<file path="config.mk">
export PLATFORM = sky130hd
export DESIGN_NAME = pci_addr_decode
export DESIGN_NICKNAME = d
export VERILOG_FILES = /design/src/rtl/pci_dec_pkg.sv /design/src/rtl/pci_phase_track.sv /design/src/rtl/pci_cmd_filter.sv /design/src/rtl/pci_addr_decode.sv
export SDC_FILE = /design/constraint.sdc
export NUM_CORES = 1
export LEC_CHECK = 0
export CAP_MARGIN = 30
export CORE_AREA = 3 3 142 144
export DETAILED_ROUTE_END_ITERATION = 6
export DIE_AREA = 0 0 145 147
export PLACE_DENSITY_LB_ADDON = 0.3
export SYNTH_ARGS = -nofsm -noshare
export SYNTH_HDL_FRONTEND = slang
export SYNTH_SLANG_ARGS = --single-unit
</file>
<file path="constraint.sdc">
create_clock -name clk -period 2.65 [get_ports clk]
set_input_delay 0.53 -clock clk [delete_from_list [all_inputs] [get_ports clk]]
set_output_delay 0.53 -clock clk [all_outputs]
set_load 0.005 [all_outputs]
</file>
<file path="src/rtl/pci_dec_pkg.sv">
package pci_dec_pkg;

   typedef enum logic [3:0] {
      CMD_INTACK  = 4'h0,
      CMD_SPECIAL = 4'h1,
      CMD_IO_RD   = 4'h2,
      CMD_IO_WR   = 4'h3,
      CMD_RSV4    = 4'h4,
      CMD_RSV5    = 4'h5,
      CMD_MEM_RD  = 4'h6,
      CMD_MEM_WR  = 4'h7,
      CMD_RSV8    = 4'h8,
      CMD_RSV9    = 4'h9,
      CMD_CFG_RD  = 4'hA,
      CMD_CFG_WR  = 4'hB,
      CMD_MEM_RDM = 4'hC,
      CMD_DUAL    = 4'hD,
      CMD_MEM_RDL = 4'hE,
      CMD_MEM_WRI = 4'hF
   } bus_cmd_e;

   typedef enum logic [1:0] {
      CLS_NONE = 2'd0,
      CLS_IO   = 2'd1,
      CLS_MEM  = 2'd2,
      CLS_CFG  = 2'd3
   } cmd_class_e;

   typedef enum logic {
      TRK_IDLE = 1'b0,
      TRK_HIGH = 1'b1
   } trk_state_e;

   typedef struct packed {
      logic claim;
      logic cfg_t1;
      logic disc;
   } verdict_t;

   localparam int CMD_W = 4;

   function automatic cmd_class_e classify(input logic [CMD_W-1:0] c);
      cmd_class_e k;
      case (c)
         CMD_IO_RD, CMD_IO_WR:                       k = CLS_IO;
         CMD_MEM_RD, CMD_MEM_WR, CMD_MEM_RDM,
         CMD_MEM_RDL, CMD_MEM_WRI:                   k = CLS_MEM;
         CMD_CFG_RD, CMD_CFG_WR:                     k = CLS_CFG;
         default:                                    k = CLS_NONE;
      endcase
      return k;
   endfunction

endpackage

</file>
<file path="src/rtl/pci_phase_track.sv">
module pci_phase_track
   import pci_dec_pkg::*;
#(
   parameter int AD_W = 32
) (
   input  logic                 clk,
   input  logic                 rst_n,
   input  logic                 frame_n,
   input  logic [AD_W-1:0]      ad,
   input  logic [CMD_W-1:0]     cbe_n,
   output logic                 go,
   output logic [CMD_W-1:0]     go_cmd,
   output logic [AD_W-1:0]      go_lo,
   output logic [AD_W-1:0]      go_hi
);

   logic            frame_q;
   trk_state_e      st_q, st_d;
   logic [AD_W-1:0] lo_q;
   logic            start;
   logic            first_dual;

   // Sampled frame level follows the pin also during reset, so a
   // frame held low across reset release needs a high sample first.
   always_ff @(posedge clk) frame_q <= frame_n;

   assign start      = (st_q == TRK_IDLE) && frame_q && !frame_n;
   assign first_dual = start && (cbe_n == CMD_DUAL);

   always_comb begin
      st_d   = st_q;
      go     = 1'b0;
      go_cmd = cbe_n;
      go_lo  = ad;
      go_hi  = '0;
      case (st_q)
         TRK_IDLE: begin
            if (first_dual)      st_d = TRK_HIGH;
            else if (start)      go   = 1'b1;
         end
         TRK_HIGH: begin
            go    = 1'b1;
            go_lo = lo_q;
            go_hi = ad;
            st_d  = TRK_IDLE;
         end
         default: st_d = TRK_IDLE;
      endcase
   end

   always_ff @(posedge clk or negedge rst_n) begin
      if (!rst_n) begin
         st_q <= TRK_IDLE;
         lo_q <= '0;
      end else begin
         st_q <= st_d;
         if (first_dual) lo_q <= ad;
      end
   end

endmodule

</file>
<file path="src/rtl/pci_cmd_filter.sv">
module pci_cmd_filter
   import pci_dec_pkg::*;
#(
   parameter bit SECONDARY = 1'b0
) (
   input  logic [CMD_W-1:0] cmd,
   input  logic [1:0]       lo2,
   output verdict_t         verdict
);

   cmd_class_e cls;
   logic       cfg_ok;
   logic       linear;

   assign cls    = classify(cmd);
   assign linear = (lo2 == 2'b00);

   generate
      if (SECONDARY) begin : g_sec_cfg
         // only forwarded configuration (Type 1) is accepted here
         assign cfg_ok = (lo2 == 2'b01);
      end else begin : g_pri_cfg
         assign cfg_ok = (lo2 == 2'b00) || (lo2 == 2'b01);
      end
   endgenerate

   always_comb begin
      verdict = '0;
      case (cls)
         CLS_IO:  verdict.claim = 1'b1;
         CLS_MEM: begin
            verdict.claim = 1'b1;
            verdict.disc  = !linear;
         end
         CLS_CFG: begin
            verdict.claim  = cfg_ok;
            verdict.cfg_t1 = (lo2 == 2'b01);
         end
         default: verdict = '0;
      endcase
   end

endmodule

</file>
<file path="src/rtl/pci_addr_decode.sv">
module pci_addr_decode
   import pci_dec_pkg::*;
#(
   parameter int AD_W      = 32,
   parameter bit SECONDARY = 1'b0,
   localparam int ADDR_W   = 2 * AD_W
) (
   input  logic              clk,
   input  logic              rst_n,
   input  logic              frame_n,
   input  logic [AD_W-1:0]   ad,
   input  logic [3:0]        cbe_n,
   output logic              res_valid,
   output logic              res_claim,
   output logic [3:0]        res_cmd,
   output logic [ADDR_W-1:0] res_addr,
   output logic              res_cfg_t1,
   output logic              res_disc
);

   generate
      if (AD_W < 8 || (AD_W % 8) != 0) begin : g_bad_width
         $error("pci_addr_decode: AD_W must be a multiple of 8, at least 8");
      end
   endgenerate

   logic             go;
   logic [CMD_W-1:0] go_cmd;
   logic [AD_W-1:0]  go_lo;
   logic [AD_W-1:0]  go_hi;
   verdict_t         verdict;

   pci_phase_track #(.AD_W(AD_W)) u_track (
      .clk     (clk),
      .rst_n   (rst_n),
      .frame_n (frame_n),
      .ad      (ad),
      .cbe_n   (cbe_n),
      .go      (go),
      .go_cmd  (go_cmd),
      .go_lo   (go_lo),
      .go_hi   (go_hi)
   );

   pci_cmd_filter #(.SECONDARY(SECONDARY)) u_filter (
      .cmd     (go_cmd),
      .lo2     (go_lo[1:0]),
      .verdict (verdict)
   );

   always_ff @(posedge clk or negedge rst_n) begin
      if (!rst_n) begin
         res_valid  <= 1'b0;
         res_claim  <= 1'b0;
         res_cmd    <= '0;
         res_addr   <= '0;
         res_cfg_t1 <= 1'b0;
         res_disc   <= 1'b0;
      end else begin
         res_valid <= go;
         if (go) begin
            res_claim  <= verdict.claim;
            res_cmd    <= go_cmd;
            res_addr   <= {go_hi, go_lo};
            res_cfg_t1 <= verdict.cfg_t1;
            res_disc   <= verdict.disc;
         end else begin
            res_claim  <= 1'b0;
            res_cfg_t1 <= 1'b0;
            res_disc   <= 1'b0;
         end
      end
   end

endmodule

</file>
==> out/qor.log, run 1 <==
INFO  detailed_routing drc=0
INFO  hold_path      min-delay-path-class=primary input to async pin
INFO  layout         finalNonFillerCells=758
INFO  yosys          synth_enable_flop_cells=0
INFO  floorplan      start_util=0.2524
INFO  layout         antenna_fix_cells=0
INFO  sta            setup-tns-final=0ns
INFO  layout         final_net_count=535
INFO  grt            overflow=0
INFO  grt            grt_max_degree=69
INFO  sta            rsz0062_at_grt=false
INFO  worst_setup_path worstPathCellList=clkdlybuf4s50_1 > nand2b_2 > o32ai_4 > buf_4 > a22o_1
INFO  yosys          avgSynthCellArea=12.00um2
INFO  outcome        outcome=finished clean
INFO  layout         fillerInstances=1854
INFO  grt            first_global_vias=3804
INFO  grt            grt_antenna_before_repair=1
INFO  yosys          synthXorXnorAreaFrac=0
INFO  clock_tree     cts.root.buffer_cell=clkbuf_16
INFO  placement      placed_cells=742
INFO  detailed_routing detail_routed_net_length_per_standard_cell=18.09um
INFO  yosys          synth.mux.area_fraction=0.09215
INFO  grt            grt_util_met2=0.2141
INFO  layout         layout_commonest_cell=clkdlybuf4s50_1
INFO  power          leakagePower=2.571nW
INFO  clock_tree     tritoncts=yes
INFO  grt            grt.met1_usage=0.1618
INFO  clock_tree     cts_hold_repair_buffers=0
INFO  sta            post-route-min-period=2.167ns
INFO  floorplan      design.die.area=21320um2
INFO  detailed_routing drt_pass1_iterations=4
INFO  clock_tree     cts_repair_resize_count=0
INFO  worst_setup_path crit_required=2.94ns
INFO  grt            grt.busiest_layer=met2
INFO  clock_tree     clkTransAtPathRegs=0.07ns
INFO  grt            groute.layer.met3.usage=0.03300
INFO  clock_tree     clock_path_buffers=2
INFO  detailed_routing vias_per_cell=4.855
INFO  layout         synthToLayoutAreaGrowth=35.12%
INFO  layout         ratio_of_cells_with_drive_above_1_in_the_final_layout=0.1185
INFO  worst_setup_path crit_family=buffers and inverters
INFO  worst_setup_path cp_slowest_stage_delay=0.56ns
INFO  sta            achievable-frequency=0.4614GHz
INFO  layout         multiInputGateArea=1894um2
INFO  worst_setup_path critical_path.n_buffers_inverters=2
INFO  clock_tree     clock_tree.htree_level_count=3
INFO  worst_setup_path critical_path.endpoint_type=flip-flop
INFO  yosys          ys_types=27
INFO  clock_tree     worst_skew_pair.late_latency=0.35ns
INFO  clock_tree     cts.repair_timing.setup_buffer_count=0
INFO  yosys          synth_adder_area_share=0.007899
INFO  layout         register_area=2651um2
INFO  power          ir_worst_vdd=0.3327mV
INFO  sta            maxSlewViolCount=0
INFO  detailed_routing dr_iter_0_viols=198
INFO  detailed_routing detailroute.via_count=3680
INFO  power          power.density_cell_area=618.2nW/um2
INFO  floorplan      ios=111
INFO  yosys          synth.ff_latch_count=106
INFO  sta            setup_slack=0.4826ns
INFO  yosys          synth-async-reset-ratio=0.9906
INFO  floorplan      die-height=147um
INFO  floorplan      die_width=145um
INFO  floorplan      rows=50
INFO  clock_tree     cts_made_buffers=9
INFO  yosys          synth_top_family_by_area=compound AO/OA/AOI/OAI gates
INFO  yosys          yosysSeqAreaShare=0.5571
INFO  yosys          number_of_instances_in_the_synthesized_netlist=396
INFO  worst_setup_path cp-start-kind=primary input
INFO  yosys          synth_flop_cell=dfrtp_1
INFO  placement      place_worst_setup_slack=0.1130ns
INFO  clock_tree     cts_num_sinks=106
INFO  sta            finalHoldViolations=0
INFO  layout         postLayoutCoreUtil=0.3410
INFO  layout         final_cell_mix=clkdlybuf4s50_1 (108), dfrtp_1 (104), nor3_1 (61)
INFO  power          power=3.969mW
INFO  sta            fin_crit_sh=0.8179
INFO  job            maxCapViolations=0
INFO  yosys          synth-compound-area-share=0.1754
INFO  yosys          synth_nets=438
INFO  grt            grt_util_all_layers=0.1289
INFO  sta            transition_time_at_the_pin_with_the_least_slew_margin=0.6965ns
INFO  yosys          ys_warn_count=0
INFO  detailed_routing antenna_left=0
INFO  detailed_routing routed_wl=13.72mm
INFO  yosys          syn_area=4752um2
INFO  worst_setup_path path_class=primary input to flip-flop
INFO  placement      globalplace.congestion=0.7237
INFO  sta            skew=0.004580ns
INFO  placement      dpl.hpwl=9.149mm
INFO  sta            setup-violations-final=0
INFO  worst_setup_path arrival=2.45ns
INFO  yosys          yosys.area_share.simple=0.1211
INFO  worst_setup_path critPathMaxFanout=17
INFO  floorplan      fp.coreArea=18830um2
INFO  placement      portBuffers=110
INFO  worst_setup_path timing.critical_path.slowest_stage_cell=clkdlybuf4s50_1
INFO  grt            global_route_wire_length_before_repair=21.58mm
INFO  sta            relSlewSlack=0.5356
-- worst reg2reg max path: cells and delay by family, from the launching register on --
kind                   cells  cell delay [ns]
AOI/OAI and AO/OA          2             0.72
buffers and inverters      1             0.35
DFF                        1             0.48
and+or+nand+nor            1             0.37
-- power by group --
part | internal (mW) | switching, mW | total, mW
sequential | 1.82 | 0.133 | 1.95
combinational | 0.416 | 0.285 | 0.701
clock | 0.674 | 0.641 | 1.32
-- final timing paths --
check | start | slack (ns) | endpoint | depth (start not counted)
max | cbe_n[0] | 0.48 | res_addr[52]$_DFFE_PN0P_ | 5
min | rst_n | 0.17 | u_track.lo_q[30]$_DFFE_PN0N_ | 1
max reg2reg | u_track.st_q$_DFF_PN0_ | 0.65 | res_addr[52]$_DFFE_PN0P_ | 4
min reg2reg | u_track.lo_q[12]$_DFFE_PN0N_ | 0.48 | u_track.lo_q[12]$_DFFE_PN0N_ | 1
max in group asynchronous | rst_n | 1.80 | u_track.lo_q[19]$_DFFE_PN0N_ | 2
min in group clk | u_track.lo_q[12]$_DFFE_PN0N_ | 0.48 | u_track.lo_q[12]$_DFFE_PN0N_ | 1
-- per-stage QoR --
step           hold slack [ns]  cell area [um2]
6_report                0.1678             6421
3_3_place_gp            0.4584             6131
2_1_floorplan           0.2344             4752
4_1_cts                 0.1836             6421
3_5_place_dp            0.4658             6131
5_1_grt                 0.2050             6421
-- cell families (layout without fill, tap and decap cells) --
kind of cell,after synthesis,after routing
fa+ha+maj,3,3
compound gates,99,99
mux,39,39
buf+inv,47,149
flops,106,106
simple gates,102,102
-- sequential cells by signal (all words and copies together) (netlist names) --
| name | count |
|---|---|
| u_track.frame_q | 1 |
| res_disc | 1 |
| res_cmd | 4 |
| res_valid | 1 |
| u_track.lo_q | 32 |
| res_addr | 64 |
| res_claim | 1 |
| u_track.st_q | 1 |
| res_cfg_t1 | 1 |
-- cells in the mapped netlist (2+ instances only) --
cell | n | share of area
ha_1 | 3 | 0.0079
nor2b_1 | 2 | 0.0026
dfrtp_1 | 105 | 0.55
mux2_2 | 16 | 0.038
o41ai_1 | 30 | 0.055
a211oi_1 | 30 | 0.047
buf_2 | 11 | 0.012
o21ai_0 | 3 | 0.0032
buf_6 | 3 | 0.0071
nor3_1 | 61 | 0.064
mux2_1 | 22 | 0.052
clkbuf_1 | 26 | 0.021
nor2_1 | 3 | 0.0024
inv_1 | 5 | 0.0039
nand2b_1 | 31 | 0.041
a22o_1 | 32 | 0.059
buf_4 | 2 | 0.0032
a2bb2oi_1 | 2 | 0.0037
-- cell type report --
class	instances	share of cell area
Clock buffer	10	0.03722
Clock inverter	6	0.007989
Multi-Input combinational cell	243	0.2950
Timing Repair Buffer	128	0.1933
Inverter	5	0.002923
Tap cell	260	0.05066
Sequential cell	106	0.4129
-- layer usage --
metal | share of wire | routed length, um | vias up
met5 | 0.00051 | 7 | -
met4 | 0.016 | 217 | 2
met3 | 0.046 | 631 | 16
met2 | 0.49 | 6678 | 90
met1 | 0.45 | 6180 | 1866
li1 | - | - | 1706
No activity file was read; power rests on OpenSTA's default activity.
==> inputs of run 2 (changes only) <==
clock period = 1.9 ns   (was 2.65 ns; I/O delays follow)
==> run 2 against run 1 <==
  * Global-route usage decreased by 0.21 points
  * Utilization is 0.50 points higher
  * Setup slack worse by 0.38 ns
  * Clock skew increased by 0.0043 ns
  * Count of clock-buffer cells in the layout did not move
  * Combinational power up 43%
  * Critical path depth is 3 higher
  * Cell count is 1.3% higher
  * Hold slack worse by 0.075 ns
==> out/qor.log, run 2 (synthesis gave the netlist of run 1 again) <==
INFO  worst_setup_path path_class=primary input to flip-flop
INFO  layout         largestRegisters=res_addr: 64 flops, u_track.lo_q: 32 flops, res_cmd: 4 flops
INFO  floorplan      design.die.area=21320um2
INFO  sta            hold_slack=0.09244ns
INFO  layout         layout_commonest_cell=clkdlybuf4s50_1
INFO  sta            post-route-min-period=1.793ns
INFO  hold_path      min-delay-path-class=primary input to async pin
INFO  clock_tree     clkTransAtPathRegs=0.07ns
INFO  grt            grt_antenna_before_repair=0
INFO  clock_tree     clock_path_buffers=2
INFO  layout         final_net_count=545
INFO  clock_tree     cts_repair_resize_count=0
INFO  placement      globalplace.congestion=0.7253
INFO  job            maxCapViolations=0
INFO  detailed_routing antenna_left=0
INFO  grt            grt.busiest_layer=met2
INFO  layout         registers.top_by_ff_count=res_addr
INFO  sta            skew=0.008845ns
INFO  sta            achievable-frequency=0.5577GHz
INFO  layout         final_cell_area=6515um2
INFO  grt            global_route_wire_length_before_repair=21.42mm
INFO  clock_tree     worst_skew_pair.late_latency=0.35ns
INFO  grt            grt_max_degree=128
INFO  clock_tree     clock_tree.htree_level_count=3
INFO  outcome        outcome=finished clean
INFO  clock_tree     cts.repair_timing.setup_buffer_count=0
INFO  grt            grt_util_met2=0.2054
INFO  sta            setup-violations-final=0
INFO  placement      detailed_place.area=6231um2
INFO  layout         finalNonFillerCells=768
INFO  power          leakagePower=2.624nW
INFO  grt            grt_util_all_layers=0.1268
INFO  detailed_routing routed_wl=13.35mm
INFO  floorplan      fp.coreArea=18830um2
INFO  clock_tree     tritoncts=yes
INFO  sta            setup-tns-final=0ns
INFO  power          power=5.516mW
INFO  clock_tree     cts_made_buffers=9
INFO  clock_tree     cts.root.buffer_cell=clkbuf_16
INFO  sta            rsz0062_at_grt=false
INFO  worst_setup_path cp-start-kind=primary input
INFO  power          power.density_cell_area=846.7nW/um2
INFO  placement      placed_cells=752
INFO  sta            transition_time_at_the_pin_with_the_least_slew_margin=0.5765ns
INFO  detailed_routing drt_pass1_iterations=4
INFO  layout         flip_flop_count_of_the_largest_register_all_copies_and_words_added=64
INFO  detailed_routing dr_iter_0_viols=173
INFO  sta            finalHoldViolations=0
INFO  worst_setup_path crit_required=2.14ns
INFO  floorplan      ios=111
INFO  sta            maxSlewViolCount=0
INFO  layout         final_cell_mix=clkdlybuf4s50_1 (108), dfrtp_1 (104), nor3_1 (61)
INFO  sta            relSlewSlack=0.6157
INFO  layout         synthToLayoutAreaGrowth=37.10%
INFO  grt            grt.met1_usage=0.1636
INFO  layout         fillerInstances=1841
INFO  layout         ratio_of_cells_with_drive_above_1_in_the_final_layout=0.1339
INFO  floorplan      rows=50
INFO  placement      dpl.hpwl=9.010mm
INFO  worst_setup_path critical_path.endpoint_type=flip-flop
INFO  layout         multiInputGateArea=1894um2
INFO  clock_tree     cts_num_sinks=106
INFO  worst_setup_path arrival=2.04ns
INFO  detailed_routing detailroute.via_count=3675
INFO  detailed_routing drc=0
INFO  grt            groute.layer.met3.usage=0.03979
INFO  worst_setup_path critPathMaxFanout=22
INFO  grt            first_global_vias=3783
INFO  detailed_routing vias_per_cell=4.785
INFO  power          ir_worst_vdd=0.3725mV
INFO  clock_tree     cts_hold_repair_buffers=0
INFO  floorplan      die_width=145um
INFO  grt            overflow=0
INFO  layout         antenna_fix_cells=0
INFO  floorplan      start_util=0.2524
INFO  sta            fin_crit_sh=0.9438
INFO  placement      portBuffers=110
INFO  floorplan      die-height=147um
INFO  detailed_routing detail_routed_net_length_per_standard_cell=17.38um
INFO  layout         register_area=2651um2
==> run 2: report_power, final <==
part / total [mW] / internal, mW / switching [mW]
logic: 1.00 / 0.600 / 0.401
registers: 2.72 / 2.54 / 0.181
clock network: 1.79 / 0.907 / 0.888
==> run 2: metal layers <==
layer	up-vias	routed length (um)
met5	-	0
met4	0	120
met3	10	687
met2	83	6546
met1	1858	5997
li1	1724	-
==> run 2: metrics by stage <==
step                      worst slack [ns]    util
after floorplan                     0.2600       -
after global placement             -0.2835  0.3309
after detailed placement           -0.3175  0.3309
after CTS                          0.06684  0.3458
after global routing               0.02636  0.3460
final                               0.1069  0.3460
==> run 2: cell type report <==
| class | instances | share of cell area |
|---|---|---|
| flip-flops and latches | 106 | 0.4070 |
| multi-input cells | 243 | 0.2908 |
| repair buffers | 138 | 0.2065 |
| well taps | 260 | 0.04993 |
| clock buffers | 10 | 0.03515 |
| clock inverters | 6 | 0.007874 |
| inverters | 5 | 0.002881 |
==> run 2: worst paths after layout <==
path	startpoint	end	slack, ns	depth (start not counted)
max in group asynchronous	rst_n	u_track.st_q$_DFF_PN0_	1.37	2
hold reg to reg	u_track.lo_q[12]$_DFFE_PN0N_	u_track.lo_q[12]$_DFFE_PN0N_	0.48	1
min in group clk	u_track.lo_q[12]$_DFFE_PN0N_	u_track.lo_q[12]$_DFFE_PN0N_	0.48	1
setup / recovery	cbe_n[2]	res_claim$_DFF_PN0_	0.11	8
setup reg to reg	u_track.st_q$_DFF_PN0_	u_track.lo_q[15]$_DFFE_PN0N_	0.15	4
hold / removal	rst_n	res_addr[61]$_DFFE_PN0P_	0.09	2
==> run 2: critical path: stages <==
cell             delay, ns
clkdlybuf4s50_1       0.47
nand2_2               0.20
buf_6                 0.25
o21ai_0               0.10
buf_4                 0.15
ha_1                  0.27
a21oi_1               0.14
nor3_1                0.07
==> inputs of run 3 (changes only) <==
CAP_MARGIN = 20   (was 30)
CTS_CLUSTER_DIAMETER = 80   (was default)
TNS_END_PERCENT = 5   (was default)
==> results of run 3 <==
No change in the layout: final DEF, timing and power equal those of run 2.
